### config.mk
export PLATFORM = sky130hd
export DESIGN_NAME = dram_ctl
export DESIGN_NICKNAME = d
export VERILOG_FILES = /design/src/rtl/dram_ctl_pkg.sv /design/src/rtl/dram_refresh_timer.sv /design/src/rtl/dram_bank_precharge.sv /design/src/rtl/dram_ctl.sv
export SDC_FILE = /design/constraint.sdc
export NUM_CORES = 1
export LEC_CHECK = 0
export BUFFER_PORTS_ARGS = -buffer_cell sky130_fd_sc_hd__buf_2
export CAP_MARGIN = 40
export CORE_UTILIZATION = 55
export CTS_CLUSTER_SIZE = 10
export DETAILED_ROUTE_END_ITERATION = 7
export GPL_ROUTABILITY_DRIVEN = 0
export PLACE_DENSITY = 0.79
export SKIP_CTS_REPAIR_TIMING = 1
export SYNTH_ARGS = -nofsm -noshare
export SYNTH_HDL_FRONTEND = slang
export SYNTH_SLANG_ARGS = --single-unit
### constraint.sdc
create_clock -name clk -period 3.15 [get_ports clk]
set_input_delay 0.4725 -clock clk [delete_from_list [all_inputs] [get_ports clk]]
set_output_delay 0.4725 -clock clk [all_outputs]
set_load 0.05 [all_outputs]
### src/rtl/dram_ctl_pkg.sv
package dram_ctl_pkg;
    localparam int NUM_BANKS = 4;
    localparam int BANK_W    = 2;
    localparam int BYTES     = 4;

    typedef enum logic [2:0] {
        ST_IDLE,
        ST_ROW,
        ST_COL,
        ST_CAS,
        ST_OPEN,
        ST_RCAS,
        ST_RRAS
    } ctl_state_e;
endpackage

### src/rtl/dram_refresh_timer.sv
module dram_refresh_timer #(
    parameter int INTERVAL = 300
) (
    input  logic clk,
    input  logic rst_n,
    input  logic ack_i,
    output logic pend_o
);
    localparam int CW = (INTERVAL > 2) ? $clog2(INTERVAL) : 1;
    localparam logic [CW-1:0] RELOAD = CW'(INTERVAL - 1);

    logic [CW-1:0] count_d, count_q;
    logic          pend_d, pend_q;

    always_comb begin
        count_d = count_q;
        pend_d  = pend_q & ~ack_i;
        if (count_q == '0) begin
            count_d = RELOAD;
            pend_d  = 1'b1;
        end else begin
            count_d = count_q - 1'b1;
        end
    end

    always_ff @(posedge clk or negedge rst_n) begin
        if (!rst_n) begin
            count_q <= RELOAD;
            pend_q  <= 1'b0;
        end else begin
            count_q <= count_d;
            pend_q  <= pend_d;
        end
    end

    assign pend_o = pend_q;
endmodule

### src/rtl/dram_bank_precharge.sv
module dram_bank_precharge #(
    parameter int NB    = 4,
    parameter int T_PRE = 3
) (
    input  logic          clk,
    input  logic          rst_n,
    input  logic [NB-1:0] load_i,
    output logic [NB-1:0] ready_o
);
    localparam int PW = (T_PRE > 1) ? $clog2(T_PRE + 1) : 1;
    localparam logic [PW-1:0] LOAD_VAL = PW'(T_PRE - 1);

    for (genvar b = 0; b < NB; b++) begin : g_bank
        logic [PW-1:0] cnt_d, cnt_q;

        always_comb begin
            cnt_d = cnt_q;
            if (load_i[b]) begin
                cnt_d = LOAD_VAL;
            end else if (cnt_q != '0) begin
                cnt_d = cnt_q - 1'b1;
            end
        end

        always_ff @(posedge clk or negedge rst_n) begin
            if (!rst_n) cnt_q <= '0;
            else        cnt_q <= cnt_d;
        end

        assign ready_o[b] = (cnt_q == '0);
    end
endmodule

### src/rtl/dram_ctl.sv
module dram_ctl
    import dram_ctl_pkg::*;
#(
    parameter int AW           = 9,
    parameter int T_CAS        = 2,
    parameter int T_PRE        = 3,
    parameter int T_REF_RAS    = 4,
    parameter int REF_INTERVAL = 300
) (
    input  logic                 clk,
    input  logic                 rst_n,
    input  logic                 req_i,
    input  logic                 wr_i,
    input  logic                 page_i,
    input  logic [2*AW+1:0]      addr_i,
    input  logic [BYTES-1:0]     be_i,
    output logic                 wait_o,
    output logic [AW-1:0]        dram_addr_o,
    output logic [NUM_BANKS-1:0] ras_n_o,
    output logic [BYTES-1:0]     cas_n_o,
    output logic                 we_n_o
);
    localparam int CNT_MAX = (T_CAS > T_REF_RAS) ? T_CAS : T_REF_RAS;
    localparam int CNT_W   = $clog2(CNT_MAX + 1);
    localparam logic [CNT_W-1:0] CAS_INIT = CNT_W'(T_CAS - 1);
    localparam logic [CNT_W-1:0] REF_INIT = CNT_W'(T_REF_RAS - 1);

    typedef struct packed {
        ctl_state_e            st;
        logic [CNT_W-1:0]      cnt;
        logic [BANK_W-1:0]     bank;
        logic [AW-1:0]         row;
        logic [AW-1:0]         col;
        logic                  wr;
        logic [BYTES-1:0]      be;
        logic                  page;
        logic [NUM_BANKS-1:0]  ras_n;
        logic [BYTES-1:0]      cas_n;
        logic                  we_n;
        logic [AW-1:0]         addr;
    } ctl_regs_t;

    ctl_regs_t r_d, r_q;

    logic [BANK_W-1:0]    req_bank;
    logic [AW-1:0]        req_row;
    logic [AW-1:0]        req_col;
    logic                 page_hit;
    logic                 ref_pend;
    logic                 ref_ack;
    logic [NUM_BANKS-1:0] pre_load;
    logic [NUM_BANKS-1:0] pre_ready;

    function automatic logic [NUM_BANKS-1:0] bank_sel(input logic [BANK_W-1:0] b);
        logic [NUM_BANKS-1:0] oh;
        oh    = '0;
        oh[b] = 1'b1;
        return oh;
    endfunction

    assign req_bank = addr_i[2*AW+1 -: BANK_W];
    assign req_row  = addr_i[2*AW-1 -: AW];
    assign req_col  = addr_i[AW-1:0];
    assign page_hit = (req_bank == r_q.bank) && (req_row == r_q.row);

    dram_refresh_timer #(
        .INTERVAL (REF_INTERVAL)
    ) u_timer (
        .clk    (clk),
        .rst_n  (rst_n),
        .ack_i  (ref_ack),
        .pend_o (ref_pend)
    );

    dram_bank_precharge #(
        .NB    (NUM_BANKS),
        .T_PRE (T_PRE)
    ) u_pre (
        .clk     (clk),
        .rst_n   (rst_n),
        .load_i  (pre_load),
        .ready_o (pre_ready)
    );

    always_comb begin
        r_d      = r_q;
        pre_load = '0;
        ref_ack  = 1'b0;
        unique case (r_q.st)
            ST_IDLE: begin
                if (ref_pend) begin
                    if (&pre_ready) begin
                        ref_ack  = 1'b1;
                        r_d.st   = ST_RCAS;
                        r_d.cas_n = '0;
                    end
                end else if (req_i && pre_ready[req_bank]) begin
                    r_d.st    = ST_ROW;
                    r_d.bank  = req_bank;
                    r_d.row   = req_row;
                    r_d.col   = req_col;
                    r_d.wr    = wr_i;
                    r_d.be    = be_i;
                    r_d.page  = page_i;
                    r_d.ras_n = ~bank_sel(req_bank);
                    r_d.addr  = req_row;
                end
            end
            ST_ROW: begin
                r_d.st   = ST_COL;
                r_d.addr = r_q.col;
                r_d.we_n = ~r_q.wr;
            end
            ST_COL: begin
                r_d.st    = ST_CAS;
                r_d.cas_n = r_q.wr ? ~r_q.be : '0;
                r_d.cnt   = CAS_INIT;
            end
            ST_CAS: begin
                if (r_q.cnt != '0) begin
                    r_d.cnt = r_q.cnt - 1'b1;
                end else begin
                    r_d.cas_n = '1;
                    r_d.we_n  = 1'b1;
                    if (r_q.page) begin
                        r_d.st = ST_OPEN;
                    end else begin
                        r_d.st    = ST_IDLE;
                        r_d.ras_n = '1;
                        pre_load  = bank_sel(r_q.bank);
                    end
                end
            end
            ST_OPEN: begin
                if (ref_pend || (req_i && !page_hit)) begin
                    r_d.st    = ST_IDLE;
                    r_d.ras_n = '1;
                    pre_load  = bank_sel(r_q.bank);
                end else if (req_i) begin
                    r_d.st   = ST_COL;
                    r_d.col  = req_col;
                    r_d.wr   = wr_i;
                    r_d.be   = be_i;
                    r_d.page = page_i;
                    r_d.addr = req_col;
                    r_d.we_n = ~wr_i;
                end
            end
            ST_RCAS: begin
                r_d.st    = ST_RRAS;
                r_d.ras_n = '0;
                r_d.cnt   = REF_INIT;
            end
            ST_RRAS: begin
                if (r_q.cnt != '0) begin
                    r_d.cnt = r_q.cnt - 1'b1;
                end else begin
                    r_d.st    = ST_IDLE;
                    r_d.ras_n = '1;
                    r_d.cas_n = '1;
                    pre_load  = '1;
                end
            end
            default: r_d.st = ST_IDLE;
        endcase
    end

    always_ff @(posedge clk or negedge rst_n) begin
        if (!rst_n) begin
            r_q       <= '0;
            r_q.st    <= ST_IDLE;
            r_q.ras_n <= '1;
            r_q.cas_n <= '1;
            r_q.we_n  <= 1'b1;
        end else begin
            r_q <= r_d;
        end
    end

    assign wait_o      = req_i & ~((r_q.st == ST_CAS) && (r_q.cnt == '0));
    assign dram_addr_o = r_q.addr;
    assign ras_n_o     = r_q.ras_n;
    assign cas_n_o     = r_q.cas_n;
    assign we_n_o      = r_q.we_n;
endmodule

==> impl_metrics.prom <==
# TYPE chip_impl_metric gauge
chip_impl_metric{name="chipWidth",unit="um"} 84.7
chip_impl_metric{name="p_seq_share",unit="%"} 36.7
chip_impl_metric{name="die_h",unit="um"} 84.7
chip_impl_metric{name="grt_antenna_before_repair",unit=""} 0
chip_impl_metric{name="net_switching",unit="mW"} 1.82
chip_impl_info{name="critPathLaunchType",value="register"} 1
chip_impl_metric{name="syn_nets",unit=""} 396
chip_impl_metric{name="clock-skew-final",unit="ns"} 0.00813
chip_impl_metric{name="drt_wl_total",unit="um"} 7810
chip_impl_metric{name="area_growth_syn_to_layout",unit="%"} 9.05
chip_impl_metric{name="layout.nets",unit=""} 420
chip_impl_metric{name="antenna_cells",unit=""} 0
chip_impl_metric{name="dp.final_hpwl",unit="um"} 5510
chip_impl_metric{name="number_of_flops_mapped_to_enable_cells_by_yosys",unit=""} 0
chip_impl_info{name="run_status",value="complete, no violations"} 1
chip_impl_metric{name="multi_input_comb_area",unit="um2"} 1720
chip_impl_metric{name="synth.lib_cells_used.distinct",unit=""} 53
chip_impl_info{name="post_synth_most_frequent_cells",value="sky130_fd_sc_hd__dfrtp_1 (54), sky130_fd_sc_hd__a21oi_1 (35), sky130_fd_sc_hd__mux2_2 (32)"} 1
chip_impl_info{name="r2r_start",value="r_q[47]$_DFFE_PN0P_"} 1
chip_impl_metric{name="worst_ir_drop_vdd",unit="uV"} 852
chip_impl_info{name="tritoncts",value="built"} 1
chip_impl_metric{name="power_frac_comb",unit="%"} 46.1
chip_impl_metric{name="global_route.overflow_total",unit=""} 0
chip_impl_metric{name="cts_sinks",unit=""} 68
chip_impl_metric{name="rrSetupSlack",unit="ns"} 0.60
chip_impl_metric{name="setup-violations-final",unit=""} 0
chip_impl_metric{name="holdPathStages",unit=""} 2
chip_impl_metric{name="ys_async_sr_fraction",unit="%"} 100
chip_impl_metric{name="cts_made_buffers",unit=""} 9
chip_impl_metric{name="maxCapViolCount",unit=""} 0
chip_impl_info{name="min_from",value="be_i[3]"} 1
chip_impl_metric{name="firstDrtPassIters",unit=""} 6
chip_impl_metric{name="buffer_ports.inserted",unit=""} 47
chip_impl_metric{name="timing.slew.headroom",unit="%"} 41.0
chip_impl_metric{name="yosysWarnings",unit=""} 0
chip_impl_metric{name="final_critical_delay_including_setup_and_external_delays",unit="ns"} 2.65
chip_impl_info{name="synth_top_family_by_area",value="compound AO/OA/AOI/OAI gates"} 1
chip_impl_metric{name="postRouteAntennaNets",unit=""} 0
chip_impl_metric{name="synth_top_area_share",unit="%"} 36.0
chip_impl_metric{name="place_ws",unit="ns"} 0.612
chip_impl_metric{name="cell_internal_pwr",unit="mW"} 2.44
chip_impl_metric{name="timing.setup.tns",unit="ns"} 0
chip_impl_info{name="synthDominantAreaCellType",value="sky130_fd_sc_hd__dfrtp_1"} 1
chip_impl_metric{name="h-tree-depth",unit=""} 3
chip_impl_info{name="whs_endpoint",value="r_q[22]$_DFFE_PN0P_"} 1
chip_impl_metric{name="core-area",unit="um2"} 6460
chip_impl_metric{name="yosys_register_bits",unit=""} 68
chip_impl_info{name="criticalPathCategory",value="register to output pin"} 1
chip_impl_metric{name="ioPinCount",unit=""} 48
chip_impl_metric{name="drc",unit=""} 0
chip_impl_metric{name="power_per_cell_area",unit="nW/um2"} 1040
chip_impl_info{name="grt_setup_unrepaired",value="false"} 1
chip_impl_metric{name="syn-instance-count",unit=""} 360
chip_impl_metric{name="fraction_of_the_mapped_netlist_area_in_compound_gates",unit="%"} 17.0
chip_impl_metric{name="share_of_cells_above_drive_strength_1",unit="%"} 31.4
chip_impl_metric{name="cp.required",unit="ns"} 2.68
chip_impl_metric{name="global_route.usage.total",unit="%"} 24.1
chip_impl_metric{name="path_max_fanout",unit=""} 21
chip_impl_metric{name="p_sw_share",unit="%"} 42.7
chip_impl_metric{name="clockBufferDepth",unit=""} 2
chip_impl_metric{name="layout.core_utilization",unit="%"} 63.5
chip_impl_metric{name="avgRoutedWirePerCell",unit="um"} 16.7
chip_impl_metric{name="sequential_fraction_of_the_synthesis_area",unit="%"} 45.7
chip_impl_info{name="root_buffer",value="sky130_fd_sc_hd__clkbuf_8"} 1
chip_impl_metric{name="fillCellCount",unit=""} 556
chip_impl_metric{name="synth_fa_ha_area_share",unit="%"} 2.86
chip_impl_info{name="worstSetupEndpointType",value="output pin"} 1
chip_impl_info{name="synthFlopType",value="sky130_fd_sc_hd__dfrtp_1"} 1
chip_impl_metric{name="final_critical_path_setup_slack",unit="ns"} 0.504
chip_impl_metric{name="clkPwrFrac",unit="%"} 17.2
chip_impl_metric{name="slew_violations",unit=""} 0
chip_impl_metric{name="initial_core_util",unit="%"} 58.2
chip_impl_metric{name="synth.avg_cell_area",unit="um2"} 10.4
chip_impl_metric{name="path_clk_slew",unit="ns"} 0.07
chip_impl_metric{name="die_area",unit="um2"} 7170
chip_impl_info{name="timing.critical_path.from",value="r_q[47]$_DFFE_PN0P_"} 1
chip_impl_metric{name="wire_length_of_the_first_global_routing_pass",unit="um"} 13300
chip_impl_metric{name="clock_latency",unit="ns"} 0.36
chip_impl_metric{name="drt-vias-per-instance",unit=""} 5.98
chip_impl_info{name="critical_path.reg2reg.endpoint",value="dram_addr_o[7]$_DFFE_PN0P_"} 1
chip_impl_info{name="leading_cell_type_by_number_of_instances_after_synthesis",value="sky130_fd_sc_hd__dfrtp_1"} 1
chip_impl_metric{name="layout_worst_path_cycle_share",unit="%"} 84.0
chip_impl_metric{name="tightestPinTransition",unit="ns"} 0.885
chip_impl_metric{name="synthSimpleGateAreaFrac",unit="%"} 10.3
chip_impl_metric{name="first_global_vias",unit=""} 2845
chip_impl_metric{name="crit_arrival",unit="ns"} 2.17
chip_impl_info{name="ys_top_cells_by_area",value="sky130_fd_sc_hd__dfrtp_1 (36%), sky130_fd_sc_hd__dfstp_2 (9.8%), sky130_fd_sc_hd__mux2_2 (9.6%)"} 1
chip_impl_metric{name="drt-initial-drc-count",unit=""} 256
chip_impl_metric{name="rows",unit=""} 29
chip_impl_metric{name="p_leak",unit="nW"} 1.77
chip_impl_metric{name="maximum_number_of_pins_on_one_net_before_global_route_repair",unit=""} 38
chip_impl_info{name="hold_path_class",value="input port to register"} 1
chip_impl_metric{name="cell_area_after_synthesis",unit="um2"} 3760
chip_impl_metric{name="synth-xor-area-share",unit="%"} 4.89
chip_impl_metric{name="ff_latch_area",unit="um2"} 1720
chip_impl_metric{name="yosys-mux-area-fraction",unit="%"} 10.8
chip_impl_metric{name="reg2regPathDepth",unit=""} 4
chip_impl_metric{name="routed-via-count",unit=""} 2788
chip_impl_metric{name="hold_viol_final",unit=""} 0
chip_impl_metric{name="max_freq",unit="MHz"} 378
power by group through the flow:
stage	Sequential [mW]	Clock [mW]	Combinational (mW)
final	1.57	0.732	1.97
after global routing	1.61	0.776	2.16
after CTS	1.56	0.746	1.97
after detailed placement	1.57	0	1.96
after global placement	1.55	0	1.90
after floorplan	1.46	0	1.81
registers in the layout, summed over array words and instances (netlist names):
signal and flops:
ras_n_o 4, u_timer.pend_o 1, r_q 32, we_n_o 1
dram_addr_o 9, u_timer.count_q 9, u_pre.g_bank.cnt_q 8, cas_n_o 4
placed cells by master (no fill, tap or decap), types with 4 or more instances in the layout:
master	synthesis	layout
sky130_fd_sc_hd__a21oi_1	35	35
sky130_fd_sc_hd__buf_2	4	47
sky130_fd_sc_hd__clkbuf_8	0	10
sky130_fd_sc_hd__dfrtp_1	54	54
sky130_fd_sc_hd__dfstp_2	14	14
sky130_fd_sc_hd__ha_1	7	7
sky130_fd_sc_hd__inv_1	19	19
sky130_fd_sc_hd__mux2_2	32	32
sky130_fd_sc_hd__nand2_1	18	18
sky130_fd_sc_hd__nand2b_1	5	5
sky130_fd_sc_hd__nand3_1	6	6
sky130_fd_sc_hd__nor2_1	17	17
sky130_fd_sc_hd__nor2b_1	5	5
sky130_fd_sc_hd__nor3_1	5	5
sky130_fd_sc_hd__o211ai_1	6	6
sky130_fd_sc_hd__o21a_1	5	5
sky130_fd_sc_hd__o21ai_0	8	8
sky130_fd_sc_hd__o22ai_1	15	15
sky130_fd_sc_hd__or3_1	4	4
sky130_fd_sc_hd__xnor2_1	6	6
sky130_fd_sc_hd__xor2_1	15	15
layout make-up:
cell class	count	area share (%)
Clock buffer	11	3.45
Clock inverter	5	1.50
Inverter	19	1.74
Multi-Input combinational cell	234	42.0
Sequential cell	68	41.9
Tap cell	77	2.35
Timing Repair Buffer	52	7.02
kinds of logic (layout without fill, tap and decap cells):
logic type | Yosys count | after routing
XOR/XNOR | 21 | 21
AO/OA/AOI/OAI | 95 | 95
multiplexers | 35 | 35
AND/OR/NAND/NOR | 74 | 74
flip-flops | 68 | 68
adder cells (fa/ha/maj) | 9 | 9
buffers and inverters | 58 | 87
stage by stage:
step | power (mW) | instance area, um2 | instances | hold slack [ns]
3_3_place_gp | 3.45 | 3870 | 448 | 0.435
6_report | 4.27 | 4100 | 466 | 0.344
5_1_grt | 4.55 | 4100 | 466 | 0.339
2_1_floorplan | 3.27 | 3760 | 360 | 0.177
4_1_cts | 4.28 | 4090 | 465 | -0.0744
3_5_place_dp | 3.54 | 3890 | 449 | 0.309
worst max path at each step:
stage	slack [ns]	cells past startpoint	endpoint
global route	0.36	4	dram_addr_o[0]$_DFFE_PN0P_
global placement	0.65	4	dram_addr_o[6]$_DFFE_PN0P_
detailed placement	0.61	4	dram_addr_o[3]$_DFFE_PN0P_
floorplan	1.08	7	r_q[18]$_DFFE_PN0P_
CTS	0.54	3	wait_o
finish	0.50	3	wait_o
per-layer routing:
layer,vias up,global-route usage [%],part of all wire [%]
met5,-,0,0
met4,0,9.55,1.5
met3,11,6.49,5.1
met2,80,38.9,49
met1,1373,31.0,44
li1,1324,-,-
worst max-delay path, stage by stage, from the launching register on:
cell,delay [ns]
sky130_fd_sc_hd__dfrtp_1,0.73
sky130_fd_sc_hd__nand2b_1,0.54
sky130_fd_sc_hd__o21a_1,0.33
sky130_fd_sc_hd__buf_2,0.21
No activity file was read; power rests on OpenSTA's default activity.
